**src/rtl/swctl_pkg.sv**
```systemverilog
package swctl_pkg;

  // One sample of the serial control inputs, carried together through the
  // synchronizer so that data, shift clock and hold stay aligned.
  typedef struct packed {
    logic sclk;
    logic sdat;
    logic hold;
  } ctl_sample_t;

endpackage

```
**src/rtl/swctl_sampler.sv**
```systemverilog
module swctl_sampler
  import swctl_pkg::*;
#(
  parameter int SYNC_STAGES = 2
) (
  input  logic clk,
  input  logic rst,
  input  logic ser_clk,
  input  logic ser_in,
  input  logic latch_en,
  output logic shift,
  output logic sdat,
  output logic hold
);

  localparam int LAST = SYNC_STAGES - 1;

  ctl_sample_t pipe [SYNC_STAGES];
  logic        sclk_prev;

  always_ff @(posedge clk) begin
    if (rst) begin
      for (int i = 0; i < SYNC_STAGES; i++) pipe[i] <= '0;
      sclk_prev <= 1'b0;
    end else begin
      pipe[0] <= '{sclk: ser_clk, sdat: ser_in, hold: latch_en};
      for (int i = 1; i < SYNC_STAGES; i++) pipe[i] <= pipe[i-1];
      sclk_prev <= pipe[LAST].sclk;
    end
  end

  assign shift = pipe[LAST].sclk & ~sclk_prev;
  assign sdat  = pipe[LAST].sdat;
  assign hold  = pipe[LAST].hold;

endmodule

```
**src/rtl/swctl_shifter.sv**
```systemverilog
module swctl_shifter #(
  parameter int WIDTH         = 8,
  parameter bit CLEAR_SHIFTER = 1'b1
) (
  input  logic             clk,
  input  logic             rst,
  input  logic             clr,
  input  logic             shift,
  input  logic             sdat,
  output logic [WIDTH-1:0] q,
  output logic [WIDTH-1:0] nxt,
  output logic             ser_out
);

  assign nxt     = shift ? {q[WIDTH-2:0], sdat} : q;
  assign ser_out = q[WIDTH-1];

  generate
    if (CLEAR_SHIFTER) begin : g_async_clr
      always_ff @(posedge clk or posedge clr) begin
        if (clr)      q <= '0;
        else if (rst) q <= '0;
        else          q <= nxt;
      end
    end else begin : g_keep_on_clr
      always_ff @(posedge clk) begin
        if (rst) q <= '0;
        else     q <= nxt;
      end
    end
  endgenerate

  // new bit lands in bit 0
  a_r1_entry: assert property (@(posedge clk) disable iff (rst || clr)
    shift |=> (q[0] == $past(sdat)));

  // tail bit moves out on the serial output
  a_r2_tail: assert property (@(posedge clk) disable iff (rst || clr)
    shift |=> (ser_out == $past(q[WIDTH-2])));

  // no sampled edge, no movement
  a_r1_idle: assert property (@(posedge clk) disable iff (rst || clr)
    !shift |=> $stable(q));

endmodule

```
**src/rtl/swctl_hold.sv**
```systemverilog
module swctl_hold #(
  parameter int WIDTH = 8
) (
  input  logic             clk,
  input  logic             rst,
  input  logic             clr,
  input  logic             hold,
  input  logic [WIDTH-1:0] nxt,
  output logic [WIDTH-1:0] q
);

  always_ff @(posedge clk or posedge clr) begin
    if (clr)        q <= '0;
    else if (rst)   q <= '0;
    else if (!hold) q <= nxt;
  end

  // clear keeps every channel open
  a_r6_clear_open: assert property (@(posedge clk) disable iff (rst)
    clr |-> (q == '0));

  // frozen while hold is sampled high
  a_r4_frozen: assert property (@(posedge clk) disable iff (rst || clr)
    hold |=> $stable(q));

endmodule

```
**src/rtl/swctl_chain.sv**
```systemverilog
module swctl_chain #(
  parameter int CHANNELS      = 8,
  parameter int SYNC_STAGES   = 2,
  parameter bit CLEAR_SHIFTER = 1'b1
) (
  input  logic                clk,
  input  logic                rst,
  input  logic                clr,
  input  logic                ser_clk,
  input  logic                ser_in,
  input  logic                latch_en,
  output logic                ser_out,
  output logic [CHANNELS-1:0] sw_en
);

  logic                shift_s;
  logic                sdat_s;
  logic                hold_s;
  logic [CHANNELS-1:0] shreg;
  logic [CHANNELS-1:0] shreg_nxt;

  swctl_sampler #(.SYNC_STAGES(SYNC_STAGES)) u_sampler (
    .clk      (clk),
    .rst      (rst),
    .ser_clk  (ser_clk),
    .ser_in   (ser_in),
    .latch_en (latch_en),
    .shift    (shift_s),
    .sdat     (sdat_s),
    .hold     (hold_s)
  );

  swctl_shifter #(.WIDTH(CHANNELS), .CLEAR_SHIFTER(CLEAR_SHIFTER)) u_shifter (
    .clk     (clk),
    .rst     (rst),
    .clr     (clr),
    .shift   (shift_s),
    .sdat    (sdat_s),
    .q       (shreg),
    .nxt     (shreg_nxt),
    .ser_out (ser_out)
  );

  swctl_hold #(.WIDTH(CHANNELS)) u_hold (
    .clk  (clk),
    .rst  (rst),
    .clr  (clr),
    .hold (hold_s),
    .nxt  (shreg_nxt),
    .q    (sw_en)
  );

  // transparent stage tracks the register in the same cycle
  a_r3_follow: assert property (@(posedge clk) disable iff (rst || clr)
    !hold_s |=> (sw_en == shreg));

  // synchronous reset empties outputs
  a_r9_reset: assert property (@(posedge clk)
    rst |=> (sw_en == '0 && ser_out == 1'b0));

endmodule

```
**config.mk**
```make
export PLATFORM = sky130hd
export DESIGN_NAME = swctl_chain
export DESIGN_NICKNAME = d
export VERILOG_FILES = /design/src/rtl/swctl_pkg.sv /design/src/rtl/swctl_sampler.sv /design/src/rtl/swctl_shifter.sv /design/src/rtl/swctl_hold.sv /design/src/rtl/swctl_chain.sv
export SDC_FILE = /design/constraint.sdc
export NUM_CORES = 1
export LEC_CHECK = 0
export ABC_AREA = 1
export CORE_MARGIN = 2
export CORE_UTILIZATION = 40
export CTS_CLUSTER_DIAMETER = 80
export DETAILED_ROUTE_END_ITERATION = 12
export GPL_TIMING_DRIVEN = 0
export HOLD_SLACK_MARGIN = 0.1
export PLACE_DENSITY = 0.61
export SLEW_MARGIN = 20
export SYNTH_ARGS = -nofsm -noshare
export SYNTH_HDL_FRONTEND = slang
export SYNTH_SLANG_ARGS = --single-unit
export TNS_END_PERCENT = 50
```
**constraint.sdc**
```tcl
create_clock -name clk -period 1.1 [get_ports clk]
set_clock_uncertainty 0.15 [all_clocks]
set_input_delay 0.165 -clock clk [delete_from_list [all_inputs] [get_ports clk]]
set_output_delay 0.165 -clock clk [all_outputs]
set_load 0.005 [all_outputs]
```
# After elaboration in Yosys (flattened, before gate mapping)
# Memories as Yosys holds them, arrays and structs flattened.
# Index checks and enable logic that the tools add are counted.
dict set report word_totals {
  regBits 17
  ram_bits 6
  input_bits 6
  output_inout_bits 9
  wordCells 18
  mem_count 1
}
dict set report classes {
  n_eq_ne 1
  n_mux 9
  bitwise 4
}
# name depth width rd rd_ports_with_merged_regs write_ports line
set mem_list {}
lappend mem_list {u_sampler.pipe 2 3 2 0 2 swctl_sampler.sv:18} ;# ctl_sample_t pipe [SYNC_STAGES];
# cell count
set ops {}
lappend ops {{$mux W8} 4}
lappend ops {{$mux W3} 2}
lappend ops {{$mux W1} 3}
lappend ops {{$ne A2 B2 Y1 const B} 1}
lappend ops {{$or A1 B1 Y1} 2}
lappend ops {{$and A1 B1 Y1} 1}
lappend ops {{$not A1 Y1} 1}

# Logic depth before layout (Yosys ltp)
# Gate-level depths: netlist (run 1).
dict set report logic_depth {
  ltp_word 5
  mapped_depth 6
  depth_no_buf 6
}

# Hierarchy
# A second synthesis (run 1) with hierarchy kept.
dict set report unflattened {
  cells_unflattened 120
  area_unflattened_um2 1028.5
}
# module n_inst cells_per_inst area_each_um2 seq_area_each_um2
set modules_own_cells {}
lappend modules_own_cells {swctl_shifter 1 62 493.0 200.2}
lappend modules_own_cells {swctl_hold 1 36 339.1 200.2}
lappend modules_own_cells {swctl_sampler 1 22 196.4 140.1}

# Least setup slack after synthesis (run 1)
# Ideal clock, no wire load.
dict set report synth_timing {
  path_type {reg2reg}
  start {memory u_sampler.pipe[0][5] (netlist bit)}
  end {register u_hold.q[7]}
  t_arrival_ns 0.709
  t_required_ns 0.833
  path_slack_ns 0.124
  path_stages_with_launch 7
  path_buffers 1
  synth_period_minus_slack_ns 0.976
  cell_sequence {dfxtp_1 buf_6 nand2_8 nand2_1 nand2_1 nand3_1 nand2_1}
}
# element line
set synth_rtl {}
lappend synth_rtl {{start: declaration} swctl_sampler.sv:18}
lappend synth_rtl {{end signal: assignment} swctl_hold.sv:15} ;# else if (!hold) q <= nxt;
lappend synth_rtl {{end: declaration} swctl_hold.sv:9} ;# output logic [WIDTH-1:0] q

# Final worst setup path (run 1)
dict set report layout_timing {
  start {register u_hold.q[6]}
  end {output sw_en[6]}
}
# element line
set layout_rtl {}
lappend layout_rtl {{end: declaration} swctl_chain.sv:13} ;# output logic [CHANNELS-1:0] sw_en
# No word-level cell between the ends.

==> reports/metrics.cfg, run 1 <==
[status]
outcome=finished, violations left
violations=setup timing

[critical_path]
start_kind=register
cp_max_fo=2
cp_num_buf_inv=1
path_cells=buf_2
end_kind=primary output
crit_required_ns=0.78
critPathKind=reg2out
critical_path.top_delay_family=flip-flops
slowest_delay_ns=0.40
regToRegSetupSlack_ns=0.05
crit_path_top_delay_cell=dfrtp_1
crit_arrival_ns=0.85

[layout]
areaGrowthSynthToFinish_pct=26.77
utilization_pct=53.56
fin_area_um2=1185
fin_cells=164
fin_nets=143
layout-drive-gt1-share_pct=25.00
diodes=0

[synth]
syn-num-nets=114
synth_area_leader_cell=dfrtp_1
syn_inst=108
synthTopCellsByArea=dfrtp_1, dfxtp_1, nand2_1
synth_edf_count=0
synth_area_per_cell_um2=8.654
synth_ff_type=dfrtp_1
yosysUniqueCellTypes=14
synth_commonest_cells=nand2_1, dfrtp_1, inv_1
ys_seq_elements=23
async_reset_ff_share_pct=69.57
yosysWarnings=0
yosysMostFrequentCell=nand2_1
synthesis.area_um2=934.6
synth_top_area_share_pct=42.84
seq_area_frac_synth_pct=57.83

[pwr]
comb_power_share_pct=10.7
p_int_mw=1.081
p_seq_share_pct=61.7
p_sw_uw=352.6
p_leak_nw=0.6637
swShare_pct=24.61
power_frac_clock_pct=27.6
p_per_area_nw_per_um2=1210
vdd_drop_max_uv=865.2

[timing]
slew_headroom_pct=60.80
worst_pin_slew_ns=0.5874
fin_setup_tns_ns=-0.4343
layout_min_cycle_time_ns=1.163
fmax_mhz=859.6
fin_crit_sh_pct=105.8
finalMaxSlewViolations=0
setup_ws_ns=-0.06328
hold_violations=0
rsz0062_at_grt=true
finalSetupViolCount=9

[clocking]
root_buffer=clkbuf_4
clock-sinks=23
cts_tree=done
cts_max_level=1
cts-hold-fix-buffers=1
clk_latency_ns=0.32
cts-buffers-inserted=3
clk_pin_slew_ns=0.13
clockBufferDepth=2

[place]
place_area_um2=1100
dp_hpwl_um=1075
place_congestion=0.7497
dpl.cell_count=149
io_buffers=13

[global_route]
gr-total-overflow=0
grt_pass1_vias=610
grt_max_degree=17
grt_util_all_layers_pct=13.82
antenna_found_initial=0
grt_pass1_wl_um=2697

[routing]
drtPass1Iterations=4
wl_per_cell_um=10.54
viasPerCell=4.518
ant_nets=0
vias=741
drt_iter0_drc=11
drc_errors=0
wl_um=1728

[die]
die_h_um=52.34
io_pins=15
die_area_um2=2739
start_util_pct=42.25
die_w_um=52.34
coreArea_um2=2212
rows=17

[hold_path]
hold_class=in2async

[job]
maxCapViolCount=0

[power groups by stage]
stage / Combinational, mW / Sequential, mW / Clock, mW
2_1_floorplan: 0.0905 / 0.901 / 0
3_3_place_gp: 0.144 / 0.901 / 0
3_5_place_dp: 0.145 / 0.902 / 0
4_1_cts: 0.145 / 0.884 / 0.406
5_1_grt: 0.172 / 0.887 / 0.431
6_report: 0.153 / 0.885 / 0.395
[placed cells by master, fill, tap and decap left out]
cell and n:
clkbuf_4 3, nand3_1 11, clkdlybuf4s50_1 4, a21oi_1 3, clkbuf_1 1, inv_2 1
nor2_4 1, nand2_4 2, dlymetal6s4s_1 1, nand2_2 1, nand4_1 5, dfxtp_2 1
dfrtp_1 16, inv_1 14, nand2_1 29, buf_6 2, buf_2 11, nor2_1 12
dfxtp_1 6, inv_4 2, nand2_8 1, buf_4 9
[logic make-up (layout without fill, tap and decap cells)]
logic type	after synthesis	count (layout)	synth area share, %
AO/OA/AOI/OAI	3	3	1.606
AND/OR/NAND/NOR	62	62	30.25
buffers and inverters	20	48	10.31
flip-flops	23	23	57.83
[metrics by stage]
step	hold slack [ns]	worst slack [ns]	power [mW]
global route	0.09863	-0.09429	1.491
floorplan	-0.07126	0.1236	0.9918
global placement	0.2215	-0.03930	1.045
detailed placement	0.2260	-0.05291	1.047
CTS	0.06215	-0.06344	1.435
finish	0.03565	-0.06328	1.433
[repair_timing]
| item | in CTS | in global routing |
|---|---|---|
| gates cloned | 0 | 1 |
| pin swaps | 0 | 3 |
| resized for setup | 35 | 7 |
| setup buffers | 5 | 4 |
| hold endpoints to repair | 29 | 1 |
| endpoints found under the setup margin | 9 | 27 |
[flip-flops by register name, summed over array words and instances, names as in the netlist]
signal	count
u_hold.q	8
u_sampler.pipe	6
u_sampler.sclk_prev	1
u_shifter.q	8
[layout make-up]
class	instances	area, um^2
plain buffers	3	27.53
well taps	28	35.03
fillers	221	1027
clock buffers	4	26.28
flip-flops and latches	23	541.8
inverters	17	68.82
repair buffers	24	170.2
multi-input cells	65	315.3
[metal layers]
| layer | share of wire, % | GRT usage [%] | wire length [um] |
|---|---|---|---|
| met5 | 0 | 0 | 0 |
| met4 | 3.1 | 10.26 | 53 |
| met3 | 4.5 | 2.571 | 77 |
| met2 | 44 | 20.63 | 760 |
| met1 | 48 | 17.60 | 837 |
[worst paths after layout]
path,start,to,cells past startpoint
max reg2reg,u_sampler.pipe[0][5],u_hold.q[0],6
min in group clk,rst,u_sampler.pipe[0][5],3
max,u_hold.q[6],sw_en[6],1
min,clr,u_hold.q[5],2
max in group asynchronous,clr,u_shifter.q[1],2
min reg2reg,u_sampler.pipe[0][2],u_sampler.pipe[0][5],2
(Power assumes the default switching activity.)
==> run 2, diff against run 1 <==
--- a/config.mk
+++ b/config.mk
@@ -13,7 +13,8 @@
 export GPL_TIMING_DRIVEN = 0
 export HOLD_SLACK_MARGIN = 0.1
 export PLACE_DENSITY = 0.61
-export SLEW_MARGIN = 20
+export SKIP_CTS_REPAIR_TIMING = 1
+export SLEW_MARGIN = 30
 export SYNTH_ARGS = -nofsm -noshare
 export SYNTH_HDL_FRONTEND = slang
 export SYNTH_SLANG_ARGS = --single-unit
==> run 2 against run 1 <==
Effect of this change: the flow finishes with violations (hold timing, setup timing); first-iteration DRC count increased by 36%; power decreased by 0.75%; via count decreased by 3.8%; register-to-register slack about the same; count of clock-buffer cells in the layout unchanged; maximum frequency increased by 1.2%; routed wire length decreased by 3.9%; combinational power decreased by 5%; utilization decreased by 1.8 points; critical path depth unchanged; critical path type unchanged; largest power group unchanged; highest routed layer unchanged.
==> reports/metrics.cfg, run 2 (synthesis results as in run 1) <==
[die]
die_area_um2=2739
start_util_pct=42.25
rows=17
die_h_um=52.34
io_pins=15
coreArea_um2=2212
die_w_um=52.34

[routing]
wl_per_cell_um=10.32
drtPass1Iterations=4
vias=713
drt_iter0_drc=15
drc_errors=0
ant_nets=0
wl_um=1661
viasPerCell=4.429

[place]
place_ws_ns=-0.05291
dp_hpwl_um=1075
place_congestion=0.7497
io_buffers=13

[timing]
hold_violations=7
layout_min_cycle_time_ns=1.149
finalSetupViolCount=9
fin_crit_sh_pct=104.5
fmax_mhz=870.2
rsz0062_at_grt=true
worst_pin_slew_ns=0.5834
slew_headroom_pct=61.06
setup_ws_ns=-0.04915
finalMaxSlewViolations=0
whs_ns=-0.1103

[hold_path]
min_from=rst
hold_class=in2reg

[pwr]
comb_power_share_pct=10.2
power_frac_clock_pct=27.6
p_per_area_nw_per_um2=1242
p_int_mw=1.075
p_leak_nw=0.6263
p_sw_uw=346.9
swShare_pct=24.39
p_seq_share_pct=62.2
vdd_drop_max_uv=867.5

[status]
outcome=finished, violations left
violations=hold timing, setup timing

[critical_path]
end_kind=primary output
critPathKind=reg2out
path_cells=clkbuf_2
start_kind=register
crit_required_ns=0.78
cp_num_buf_inv=1
r2r_start=u_sampler.pipe[0][5]
cp_max_fo=2
slowest_delay_ns=0.40
crit_path_top_delay_cell=dfrtp_1
crit_path_start=u_hold.q[6]
critical_path.top_delay_family=flip-flops
crit_arrival_ns=0.83

[job]
maxCapViolCount=0

[layout]
diodes=0
areaGrowthSynthToFinish_pct=22.49
layout_common_cells=nand2_1, dfrtp_1, inv_1
layout-drive-gt1-share_pct=23.31
reg_top3=u_hold.q x8, u_shifter.q x8, u_sampler.pipe x6
fin_nets=140
final_common_cell=nand2_1
fillers=224

[clocking]
clockBufferDepth=2
root_buffer=clkbuf_4
cts-buffers-inserted=3
clock-sinks=23
clk_pin_slew_ns=0.13
cts_tree=done
clk_latency_ns=0.32
cts_max_level=1

[global_route]
antenna_found_initial=0
gr-total-overflow=0
grt_pass1_wl_um=2628
grt_util_all_layers_pct=13.52
grt_pass1_vias=592
grt_max_degree=17

## run 2: changes by cell type in the layout (fill, tap and decap cells not counted)
cell            before  now
nand2_1             29   30
nand2_4              2    0
buf_4                9    7
buf_2               11    2
nand2_2              1    2
clkbuf_2             0    9
dlymetal6s4s_1       1    0
## run 2: layer usage
metal / vias to the layer above / GRT usage, % / part of all wire [%]
li1: 383 / - / -
met1: 307 / 17.24 / 50
met2: 18 / 20.00 / 42
met3: 5 / 2.571 / 4.6
met4: 0 / 10.26 / 3.1
met5: - / 0 / 0
## run 2: path summary, 6_finish.rpt
| path | to | slack, ns | depth (start not counted) |
|---|---|---|---|
| worst max register to register | u_hold.q[7] | 0.06 | 6 |
| worst min register to register | u_sampler.pipe[0][5] | 0.26 | 2 |
| max in group asynchronous | u_shifter.q[1] | 0.37 | 2 |
| worst max-delay path | sw_en[6] | -0.05 | 1 |
| min in group asynchronous | u_hold.q[3] | 0.04 | 2 |
| worst min-delay path | u_shifter.q[0] | -0.11 | 2 |
## run 2: power by group through the flow
stage	registers [mW]	logic, mW	clock network (mW)
floorplan	0.901	0.0905	0
global placement	0.901	0.144	0
detailed placement	0.902	0.145	0
CTS	0.885	0.145	0.406
global route	0.887	0.164	0.431
finish	0.885	0.145	0.393
## run 2: through the flow
stage               TNS, ns  area (um^2)  utilization (%)  total power, mW  std cells
CTS                  -3.634         1126            50.91            1.436        153
finish              -0.3036         1145            51.75            1.422        161
detailed placement  -0.9721         1100            49.72            1.047        149
global route        -0.5857         1145            51.75            1.482        161
floorplan                 0        934.6                -           0.9918        108
global placement    -0.8671         1100            49.72            1.045        149
## run 2: cell type report
class / count / area (um^2) / share of cell area, %
Sequential cell: 23 / 541.8 / 47.32
Multi-Input combinational cell: 65 / 302.8 / 26.45
Timing Repair Buffer: 21 / 142.6 / 12.46
Inverter: 17 / 68.82 / 6.011
Tap cell: 28 / 35.03 / 3.060
Buffer: 3 / 27.53 / 2.404
Clock buffer: 4 / 26.28 / 2.295
## run 2: worst register-to-register path: cells and delay by family (launching register included)
family	cells	cell delay [ns]
buffers and inverters	1	0.13
flip-flops	1	0.36
AND/OR/NAND/NOR	5	0.31
